File: src/rtl/xirq_pkg.sv
package xirq_pkg;
  localparam int N_IRQ     = 16;
  localparam int N_NMI     = 2;
  localparam int DFL_W     = 4;
  localparam int CNT_W     = 1 << DFL_W;
  localparam int ADDR_W    = 2;
  localparam int DATA_W    = 32;
  localparam logic [ADDR_W-1:0] ADDR_EDGE = 2'd0;
  localparam logic [ADDR_W-1:0] ADDR_FILT = 2'd1;

  // Word 0 layout: maskable enables low, non-maskable enables from the top down.
  function automatic logic [DATA_W-1:0] edge_word(input logic [N_IRQ-1:0] irq,
                                                  input logic [N_NMI-1:0] nmi);
    logic [DATA_W-1:0] w;
    w = '0;
    w[N_IRQ-1:0] = irq;
    for (int n = 0; n < N_NMI; n++) w[DATA_W-1-n] = nmi[n];
    return w;
  endfunction
endpackage

File: src/rtl/xirq_sync.sv
module xirq_sync #(
  parameter int   W    = 1,
  parameter logic IDLE = 1'b1
) (
  input  logic         clk,
  input  logic         rst_n,
  input  logic [W-1:0] d,
  output logic [W-1:0] q
);
  logic [W-1:0] s1_q, s2_q;

  always_ff @(posedge clk or negedge rst_n) begin
    if (!rst_n) begin
      s1_q <= {W{IDLE}};
      s2_q <= {W{IDLE}};
    end else begin
      s1_q <= d;
      s2_q <= s1_q;
    end
  end

  assign q = s2_q;
endmodule

File: src/rtl/xirq_filter.sv
module xirq_filter #(
  parameter int   DW   = 4,
  parameter int   CW   = 16,
  parameter logic IDLE = 1'b1
) (
  input  logic          clk,
  input  logic          rst_n,
  input  logic          din,
  input  logic [DW-1:0] dfl,
  output logic          fall_acc
);
  logic [CW:0]   period, cnt_nx;
  logic [CW-1:0] cnt_q;
  logic          lvl_q, differ, accept;

  assign period = (CW+1)'(1) << dfl;
  assign differ = din != lvl_q;
  assign cnt_nx = {1'b0, cnt_q} + (CW+1)'(1);
  // >= keeps a count that outgrew a shortened period from stalling
  assign accept = differ && (cnt_nx >= period);

  always_ff @(posedge clk or negedge rst_n) begin
    if (!rst_n) begin
      lvl_q <= IDLE;
      cnt_q <= '0;
    end else begin
      if (!differ || accept) cnt_q <= '0;
      else                   cnt_q <= cnt_nx[CW-1:0];
      if (accept) lvl_q <= din;
    end
  end

  assign fall_acc = accept & ~din;

  // with a period above one clock, the new level was already present two cycles back
  a_r5_level_held: assert property (@(posedge clk) disable iff (!rst_n)
    (!$stable(lvl_q) && $past(dfl) != '0) |-> ($past(din, 2) == lvl_q));
endmodule

File: src/rtl/xirq_regs.sv
module xirq_regs
  import xirq_pkg::*;
(
  input  logic              clk,
  input  logic              rst_n,
  input  logic              wr_en,
  input  logic              rd_en,
  input  logic [ADDR_W-1:0] addr,
  input  logic [DATA_W-1:0] wr_data,
  output logic [DATA_W-1:0] rd_data,
  output logic [N_IRQ-1:0]  irq_en,
  output logic [N_NMI-1:0]  nmi_en,
  output logic [DFL_W-1:0]  dfl
);
  logic [N_IRQ-1:0]  irq_en_q;
  logic [N_NMI-1:0]  nmi_en_q;
  logic [DFL_W-1:0]  dfl_q;
  logic              locked_q;
  logic [DATA_W-1:0] rd_mux, rd_q;

  always_ff @(posedge clk or negedge rst_n) begin
    if (!rst_n) begin
      irq_en_q <= '0;
      nmi_en_q <= '0;
      dfl_q    <= '0;
      locked_q <= 1'b0;
    end else if (wr_en) begin
      if (addr == ADDR_EDGE) begin
        irq_en_q <= wr_data[N_IRQ-1:0];
        locked_q <= 1'b1;
        if (!locked_q)
          for (int n = 0; n < N_NMI; n++) nmi_en_q[n] <= wr_data[DATA_W-1-n];
      end else if (addr == ADDR_FILT) begin
        dfl_q <= wr_data[DFL_W-1:0];
      end
    end
  end

  always_comb begin
    case (addr)
      ADDR_EDGE: rd_mux = edge_word(irq_en_q, nmi_en_q);
      ADDR_FILT: rd_mux = {{(DATA_W-DFL_W){1'b0}}, dfl_q};
      default:   rd_mux = '0;
    endcase
  end

  always_ff @(posedge clk or negedge rst_n) begin
    if (!rst_n)     rd_q <= '0;
    else if (rd_en) rd_q <= rd_mux;
  end

  assign rd_data = rd_q;
  assign irq_en  = irq_en_q;
  assign nmi_en  = nmi_en_q;
  assign dfl     = dfl_q;

  a_r3_nmi_locked: assert property (@(posedge clk) disable iff (!rst_n)
    (locked_q && wr_en && addr == ADDR_EDGE) |=> $stable(nmi_en_q));
  a_r4_filt_upper_zero: assert property (@(posedge clk) disable iff (!rst_n)
    (rd_en && addr == ADDR_FILT) |=> (rd_data[DATA_W-1:DFL_W] == '0));
  a_r11_rd_hold: assert property (@(posedge clk) disable iff (!rst_n)
    !rd_en |=> $stable(rd_data));
endmodule

File: src/rtl/xirq_edge_unit.sv
module xirq_edge_unit
  import xirq_pkg::*;
(
  input  logic              clk,
  input  logic              rst_n,
  input  logic              wr_en,
  input  logic              rd_en,
  input  logic [ADDR_W-1:0] addr,
  input  logic [DATA_W-1:0] wr_data,
  output logic [DATA_W-1:0] rd_data,
  input  logic [N_IRQ-1:0]  irq_pin,
  input  logic [N_NMI-1:0]  nmi_pin,
  output logic [N_IRQ-1:0]  irq_evt,
  output logic [N_NMI-1:0]  nmi_evt
);
  logic [N_IRQ-1:0] irq_s, irq_fall, irq_en, irq_evt_q;
  logic [N_NMI-1:0] nmi_s, nmi_prev_q, nmi_en, nmi_evt_q;
  logic [DFL_W-1:0] dfl;

  xirq_regs u_regs (
    .clk, .rst_n, .wr_en, .rd_en, .addr, .wr_data, .rd_data,
    .irq_en(irq_en), .nmi_en(nmi_en), .dfl(dfl)
  );

  xirq_sync #(.W(N_IRQ), .IDLE(1'b1)) u_irq_sync (
    .clk, .rst_n, .d(irq_pin), .q(irq_s)
  );
  xirq_sync #(.W(N_NMI), .IDLE(1'b1)) u_nmi_sync (
    .clk, .rst_n, .d(nmi_pin), .q(nmi_s)
  );

  for (genvar g = 0; g < N_IRQ; g++) begin : g_irq
    xirq_filter #(.DW(DFL_W), .CW(CNT_W), .IDLE(1'b1)) u_flt (
      .clk, .rst_n, .din(irq_s[g]), .dfl(dfl), .fall_acc(irq_fall[g])
    );

    a_r7_irq_one_cycle: assert property (@(posedge clk) disable iff (!rst_n)
      irq_evt_q[g] |=> !irq_evt_q[g]);
    a_r8_irq_needs_enable: assert property (@(posedge clk) disable iff (!rst_n)
      irq_evt_q[g] |-> $past(irq_en[g]));
  end

  for (genvar k = 0; k < N_NMI; k++) begin : g_nmi
    a_r9_nmi_after_fall: assert property (@(posedge clk) disable iff (!rst_n)
      nmi_evt_q[k] |-> ($past(nmi_s[k], 2) && !$past(nmi_s[k]) && $past(nmi_en[k])));
  end

  // Enables are sampled before any same-edge write lands.
  always_ff @(posedge clk or negedge rst_n) begin
    if (!rst_n) begin
      irq_evt_q  <= '0;
      nmi_evt_q  <= '0;
      nmi_prev_q <= '1;
    end else begin
      irq_evt_q  <= irq_fall & irq_en;
      nmi_evt_q  <= nmi_prev_q & ~nmi_s & nmi_en;
      nmi_prev_q <= nmi_s;
    end
  end

  assign irq_evt = irq_evt_q;
  assign nmi_evt = nmi_evt_q;
endmodule

File: config.mk
export PLATFORM = sky130hd
export DESIGN_NAME = xirq_edge_unit
export DESIGN_NICKNAME = d
export VERILOG_FILES = /design/src/rtl/xirq_pkg.sv /design/src/rtl/xirq_sync.sv /design/src/rtl/xirq_filter.sv /design/src/rtl/xirq_regs.sv /design/src/rtl/xirq_edge_unit.sv
export SDC_FILE = /design/constraint.sdc
export NUM_CORES = 1
export LEC_CHECK = 0
export CAP_MARGIN = 25
export CORE_AREA = 2 2 239 241
export DETAILED_ROUTE_END_ITERATION = 6
export DIE_AREA = 0 0 241 243
export DONT_BUFFER_PORTS = 1
export REMOVE_ABC_BUFFERS = 1
export SLEW_MARGIN = 30
export SYNTH_ARGS = -nofsm -noshare
export SYNTH_HDL_FRONTEND = slang
export SYNTH_SLANG_ARGS = --single-unit
export TNS_END_PERCENT = 100
File: constraint.sdc
create_clock -name clk -period 3.9 [get_ports clk]
set_clock_uncertainty 0.15 [all_clocks]
set_input_delay 0.78 -clock clk [delete_from_list [all_inputs] [get_ports clk]]
set_output_delay 0.78 -clock clk [all_outputs]
set_load 0.01 [all_outputs]
; Word level (Yosys, flattened, before mapping)
; Cells that the tools add are included.
; Widths: inputs -> output; s select.
[totals]
ramBits = 0
rom_bits = 0
in_bits = 56
latchBits = 0
out_inout_bits = 50
n_memories = 0
wordCells = 201
reg_bits = 383
[op_classes]
multipliers = 0
bitwise = 38
magnitude_cmp = 16
mux = 17
addsub = 16
n_reduce_logical = 52
shifts = 1
n_div = 0
eq_ne = 17
[op_table]
columns = operator, n
row1 = $add 16x1->17 const B, 16
row2 = $ge 17x17->1, 16
row3 = $mux 16, 16
row4 = $pmux 32 s2, 1
row5 = $not 1->1, 18
row6 = $shl 1x4->17 const A, 1
row7 = $and 1x1->1, 16
row8 = $and 16x16->16, 1
row9 = $logic_and 1x1->1, 16
row10 = $logic_not 1->1, 16
row11 = $logic_or 1x1->1, 16
row12 = $ne 1x1->1, 16
row13 = $reduce_and 3->1, 2
row14 = $and 2x2->2, 2
row15 = $eq 2x1->1 const B, 1
row16 = $logic_not 2->1, 1
row17 = $not 2->2, 1
row18 = $reduce_and 2->1, 1

; Depth between registers and ports, before layout
[logic_depth]
word_depth = 5
mapped_depth = 14
depth_no_buf = 13

; Hierarchy
; A second synthesis with hierarchy kept.
[unflattened]
cells_unflattened = 2475
area_unflattened_um2 = 23981.8
[by_module_without_submodules]
columns = module, cells_each, instances, area_each_um2, seq_area_each_um2
row1 = xirq_filter at g_irq[14].u_flt ..., 141, 8, 1283.7, 426.7
row2 = xirq_filter at g_irq[0].u_flt ..., 141, 7, 1292.5, 426.7
row3 = xirq_regs, 146, 1, 1755.4, 1026.0
row4 = xirq_filter at g_irq[13].u_flt, 140, 1, 1342.5, 426.7
row5 = xirq_sync at u_irq_sync, 32, 1, 840.8, 840.8
row6 = xirq_edge_unit, 38, 1, 620.6, 503.0
row7 = xirq_sync at u_nmi_sync, 4, 1, 105.1, 105.1

; Worst setup path before layout
; OpenSTA, ideal clock, no wires.
[synth_path]
kind = register to register
start = reg u_regs.dfl_q[0] (netlist: u_regs.dfl[0])
end = reg g_irq[4].u_flt.cnt_q[10]
setup_slack_ns = -0.265
arrival_ns = 3.942
n_path_buf = 2
period_less_slack_ns = 4.165
required_ns = 3.677
setup_time_ns = 0.073
path_stages_with_launch = 11
cell_sequence = dfrtp_1 -> clkbuf_1 -> nor4_1 -> ha_1 -> nand2b_1 -> a21o_1 -> maj3_1 -> a311oi_2 -> o21ai_1 -> buf_2 -> nor2b_1
[synth_via]
elab_chain_cells = 5
[synth_rtl]
columns = element, line_no
row1 = "start, declared", xirq_regs.sv:17  ; logic [DFL_W-1:0] dfl_q;
row2 = "start signal, assigned", xirq_regs.sv:34  ; dfl_q <= wr_data[DFL_W-1:0];
row3 = $shl 1x4->17, xirq_filter.sv:16  ; assign period = (CW+1)'(1) << dfl;
row4 = $ge 17x17->1, xirq_filter.sv:20  ; assign accept = differ && (cnt_nx >= period);
row5 = $logic_and 1x1->1, xirq_filter.sv:20
row6 = $logic_or 1x1->1, xirq_filter.sv:27  ; if (!differ || accept) cnt_q <= '0;
row7 = $mux 16, xirq_filter.sv:27
row8 = "end signal, assigned", xirq_filter.sv:28  ; else cnt_q <= cnt_nx[CW-1:0];
row9 = "end, declared", xirq_filter.sv:13  ; logic [CW-1:0] cnt_q;
; Every way passes these cells.
; A chain may end at the register's enable or synchronous reset.

; Final worst setup path
[layout_path]
start = reg g_irq[4].u_flt.cnt_q[0]
end = reg g_irq[4].u_flt.cnt_q[3]
[layout_via]
elab_chain_cells = 5
[layout_rtl]
columns = element, line_no
row1 = $add 16x1->17 (*), xirq_filter.sv:18  ; assign cnt_nx = {1'b0, cnt_q} + (CW+1)'(1);
row2 = $ge 17x17->1, xirq_filter.sv:20
row3 = $logic_and 1x1->1, xirq_filter.sv:20
row4 = $logic_or 1x1->1, xirq_filter.sv:27
row5 = $mux 16 (*), xirq_filter.sv:27
; Mark *: on every way between the ends. The rest lies on a longest branch, timed or not.

==> impl_metrics.toml <==
[timing]
timing_hold_violations_final = 177
grt_setup_unrepaired = "false"
achievable-frequency_mhz = 278
relSlewSlack_pct = 3.20
worstMarginPinSlew_ps = 1450
worst_slack_ps = 298
hold_ws_ps = -254
slew_viol_final = 0
finalWorstPathRequiredPeriod_ps = 3600
setup_viol_count_final = 0
finalCritPeriodShare_pct = 92.4

[yosys]
synth_seq_area_share_pct = 42.0
yosys.cell_types.count = 71
netlist_area_um2 = 22100
synthDominantCellAreaShare_pct = 35.6
synth-edff-count = 0
avgSynthCellArea_um2 = 10.3
dominantRegCellSynth = "sky130_fd_sc_hd__dfrtp_1"
synth.area.top_cells = "sky130_fd_sc_hd__dfrtp_1 (36%), sky130_fd_sc_hd__ha_1 (15%), sky130_fd_sc_hd__xnor2_1 (7.1%)"
yosysWarningCount = 0
postSynth.asyncResetShare_pct = 100
synth.ff_latch_count = 369
synthCells = 2153
synth_largest_area_cell = "sky130_fd_sc_hd__dfrtp_1"

[power_and_ir_drop]
pwr-share-comb_pct = 29.1
power_frac_clock_pct = 34.3
power_density_nw_per_um2 = 515
switching_power_of_the_nets_mw = 4.34
swShare_pct = 34.0
vdd_drop_max_uv = 373
power_frac_seq_pct = 36.6
total_leakage_power_nw = 11.6
p_int_mw = 8.42

[detailed_routing]
drtAntennaViolNets = 0
wire_per_inst_um = 17.6
vias = 15900
drtIter0Drc = 901
postRouteWirelength_um = 53000
firstDrtPassIters = 5
vias_per_instance = 5.28
drcViolationCount = 0

[setup_path]
critical-path-slowest-cell = "sky130_fd_sc_hd__nor3_1"
timing.critical_path.fanout_max = 16
timing.setup.critical_path_class = "flip-flop to flip-flop"
worst-endpoint-required_ps = 4240
critPathArrivalTime_ps = 3940
crit_path_start_kind = "flip-flop"
crit_chain = "ha_1 > inv_1 > nor3_1 > nand2_1 > xnor2_1 > ha_1 > a21o_1 > a21o_1 > a211o_1 > a311oi_1 > o21ai_2 > nor2b_1"
worst_setup_path_end_kind = "flip-flop"
max_stage_delay_ps = 490

[clocking]
worstSkewPairLatency_ps = 590
htreeDepth = 2
cts.repair_timing.setup_buffer_count = 0
post_cts.resized_instances = 0
numCtsBuffers = 43
tritoncts = "built"
cts_root_buf = "sky130_fd_sc_hd__clkbuf_16"
clk_path_buf_depth = 3
clock_sinks = 369
cts_clock_pin_slew_for_the_worst_setup_and_hold_paths_ps = 60

[floorplanning]
core-area_um2 = 56000
initial_utilization_pct = 39.5
dieArea_um2 = 58600
die_y_um = 243
core.rowCount = 87
die_span_in_x_um = 241
design.portCount = 106

[layout]
layout.filler_cells = 5273
antenna_cells = 0
area_growth_pct = 12.1
num-nets-final = 2527
drive_gt1_share_pct = 10.9
end_of_flow_core_utilization_pct = 44.3
layoutNonFillerInstCount = 3005

[global_route]
globalRoute.totalOverflow = 0
grt_use_total_pct = 18.7
first_pass_grt_wire_length_um = 87100
largest_net_degree_at_the_start_of_global_routing = 370
via_count_of_the_first_global_routing_pass = 16500
antenna_violations_before_repair = 1

[placed_design]
dpl_worst_slack_ps = 290
place.detailed.instances = 2925
numPortBuffers = 0
routabilityCongestion = 0.838
dp_hpwl_um = 36800

[hold_path]
worst_hold_path_class = "input pin to asynchronous set/reset pin"

[outcome]
failed_checks = "hold timing"
run_status = "finished with violations"

[run]
drv.max_cap_violation_count = 0
## path summary, 6_finish.rpt
path / slack, ps / startpoint / to / depth (start not counted)
worst max-delay path: 300 / g_irq[4].u_flt.cnt_q[0] / g_irq[4].u_flt.cnt_q[3] / 12
worst min register to register: 180 / u_irq_sync.s1_q[13] / u_irq_sync.q[13] / 0
max in group asynchronous: 2680 / rst_n / g_irq[4].u_flt.cnt_q[3] / 0
min in group clk: 40 / nmi_pin[1] / u_nmi_sync.s1_q[1] / 0
worst min-delay path: -250 / rst_n / g_irq[11].u_flt.cnt_q[5] / 0
worst max register to register: 300 / g_irq[4].u_flt.cnt_q[0] / g_irq[4].u_flt.cnt_q[3] / 12
## cell usage after synthesis (5+ instances only)
cell type / number
sky130_fd_sc_hd__xnor2_1: 179
sky130_fd_sc_hd__dfstp_2: 54
sky130_fd_sc_hd__nand4_1: 89
sky130_fd_sc_hd__ha_1: 257
sky130_fd_sc_hd__o21ai_0: 47
sky130_fd_sc_hd__nor2b_2: 15
sky130_fd_sc_hd__o211ai_1: 8
sky130_fd_sc_hd__nor4_1: 16
sky130_fd_sc_hd__a21o_1: 32
sky130_fd_sc_hd__buf_2: 6
sky130_fd_sc_hd__nor3_1: 29
sky130_fd_sc_hd__a41o_1: 5
sky130_fd_sc_hd__nor2_1: 127
sky130_fd_sc_hd__a211o_1: 6
sky130_fd_sc_hd__xor2_1: 75
sky130_fd_sc_hd__nand2_1: 164
sky130_fd_sc_hd__inv_1: 55
sky130_fd_sc_hd__buf_4: 15
sky130_fd_sc_hd__mux2_2: 36
sky130_fd_sc_hd__a31oi_1: 7
sky130_fd_sc_hd__and2_1: 12
sky130_fd_sc_hd__nor2b_1: 213
sky130_fd_sc_hd__a21oi_1: 67
sky130_fd_sc_hd__clkbuf_1: 18
sky130_fd_sc_hd__dfrtp_1: 315
sky130_fd_sc_hd__a211oi_1: 7
sky130_fd_sc_hd__and4_1: 27
sky130_fd_sc_hd__nand3_1: 117
sky130_fd_sc_hd__a221o_1: 6
sky130_fd_sc_hd__nand2b_1: 5
sky130_fd_sc_hd__and3_1: 60
sky130_fd_sc_hd__o22ai_1: 6
## kinds of logic (layout without fill, tap and decap cells)
kind of cell | after synthesis | in the layout | share of synthesized area, %
AOI/OAI and AO/OA | 238 | 238 | 7.30
buffers and inverters | 98 | 181 | 2.05
muxes | 40 | 40 | 2.01
adders and majority gates | 261 | 261 | 14.7
other | 1 | 14 | 0.0169
DFF | 369 | 369 | 42.0
xor gates and xnor gates | 254 | 254 | 10.1
and+or+nand+nor | 892 | 892 | 21.8
## through the flow
stage               TNS [ps]  total power [mW]  area (um2)
floorplan              -2480              7.25       21900
global placement           0              8.31       23200
detailed placement         0              8.45       23200
CTS                        0              12.9       24800
global route               0              13.5       24800
finish                     0              12.8       24800
## sequential cells by signal, indices dropped and copies added (netlist names)
signal,count
irq_evt,16
nmi_prev_q,2
g_irq.u_flt.cnt_q,256
u_irq_sync.q,16
u_regs.dfl,4
u_regs.locked_q,1
u_nmi_sync.s1_q,2
nmi_evt,2
g_irq.u_flt.lvl_q,16
u_irq_sync.s1_q,16
u_nmi_sync.q,2
u_regs.rd_data,18
u_regs.nmi_en,2
u_regs.irq_en,16
## per-layer routing
layer / GRT usage [%] / vias up / part of all wire (%)
li1: - / 7732 / -
met1: 24.7 / 7711 / 45
met2: 30.1 / 313 / 46
met3: 3.16 / 117 / 4.7
met4: 7.92 / 0 / 4.0
met5: 0 / - / 0
## cells in the final DEF (no fill, tap or decap), types with 8 or more instances in the layout
| cell | netlist | layout |
|---|---|---|
| sky130_fd_sc_hd__clkbuf_16 | 0 | 44 |
| sky130_fd_sc_hd__xor2_1 | 75 | 75 |
| sky130_fd_sc_hd__o211ai_1 | 8 | 8 |
| sky130_fd_sc_hd__nor4_1 | 16 | 15 |
| sky130_fd_sc_hd__nor2b_1 | 213 | 213 |
| sky130_fd_sc_hd__xnor2_1 | 179 | 179 |
| sky130_fd_sc_hd__nor3_1 | 29 | 29 |
| sky130_fd_sc_hd__a21o_1 | 32 | 32 |
| sky130_fd_sc_hd__ha_1 | 257 | 257 |
| sky130_fd_sc_hd__a21oi_1 | 67 | 67 |
| sky130_fd_sc_hd__dfrtp_1 | 315 | 315 |
| sky130_fd_sc_hd__buf_4 | 15 | 44 |
| sky130_fd_sc_hd__nor2b_2 | 15 | 15 |
| sky130_fd_sc_hd__nor2_1 | 127 | 127 |
| sky130_fd_sc_hd__inv_1 | 55 | 55 |
| sky130_fd_sc_hd__mux2_2 | 36 | 36 |
| sky130_fd_sc_hd__nand2_1 | 164 | 164 |
| sky130_fd_sc_hd__nand4_1 | 89 | 89 |
| sky130_fd_sc_hd__o21ai_0 | 47 | 47 |
| sky130_fd_sc_hd__and4_1 | 27 | 27 |
| sky130_fd_sc_hd__nand3_1 | 117 | 117 |
| sky130_fd_sc_hd__dfstp_2 | 54 | 54 |
| sky130_fd_sc_hd__clkinv_2 | 0 | 10 |
| sky130_fd_sc_hd__and3_1 | 60 | 60 |
| sky130_fd_sc_hd__conb_1 | 1 | 14 |
| sky130_fd_sc_hd__and2_1 | 12 | 12 |
## worst max-delay path, delay by kind of cell, from the launching register on
kind | cells | cell delay (ps)
compound gates | 5 | 1290
xor+xnor | 1 | 230
fa+ha+maj | 2 | 540
buf+inv | 1 | 60
flops | 1 | 430
simple gates | 3 | 830
## area by class of cell
type                       count  area, um2  share of cell area (%)
clock inverter                25        333                    1.34
timing repair buffer          45        350                    1.41
clock buffer                  55       1210                    4.89
sequential                   369       9300                    37.5
tap                          756        946                    3.82
multi-input combinational   1699      12400                    50.2
inverter                      56        210                   0.848
## power by group through the flow
stage	Sequential (mW)	Clock, mW	Combinational (mW)
final	4.67	4.37	3.72
after global routing	4.73	4.66	4.16
after CTS	4.67	4.51	3.74
after detailed placement	4.74	0	3.72
after global placement	4.72	0	3.59
after floorplan	4.62	0	2.62
Note: power is estimated with default switching activity, not from simulation.
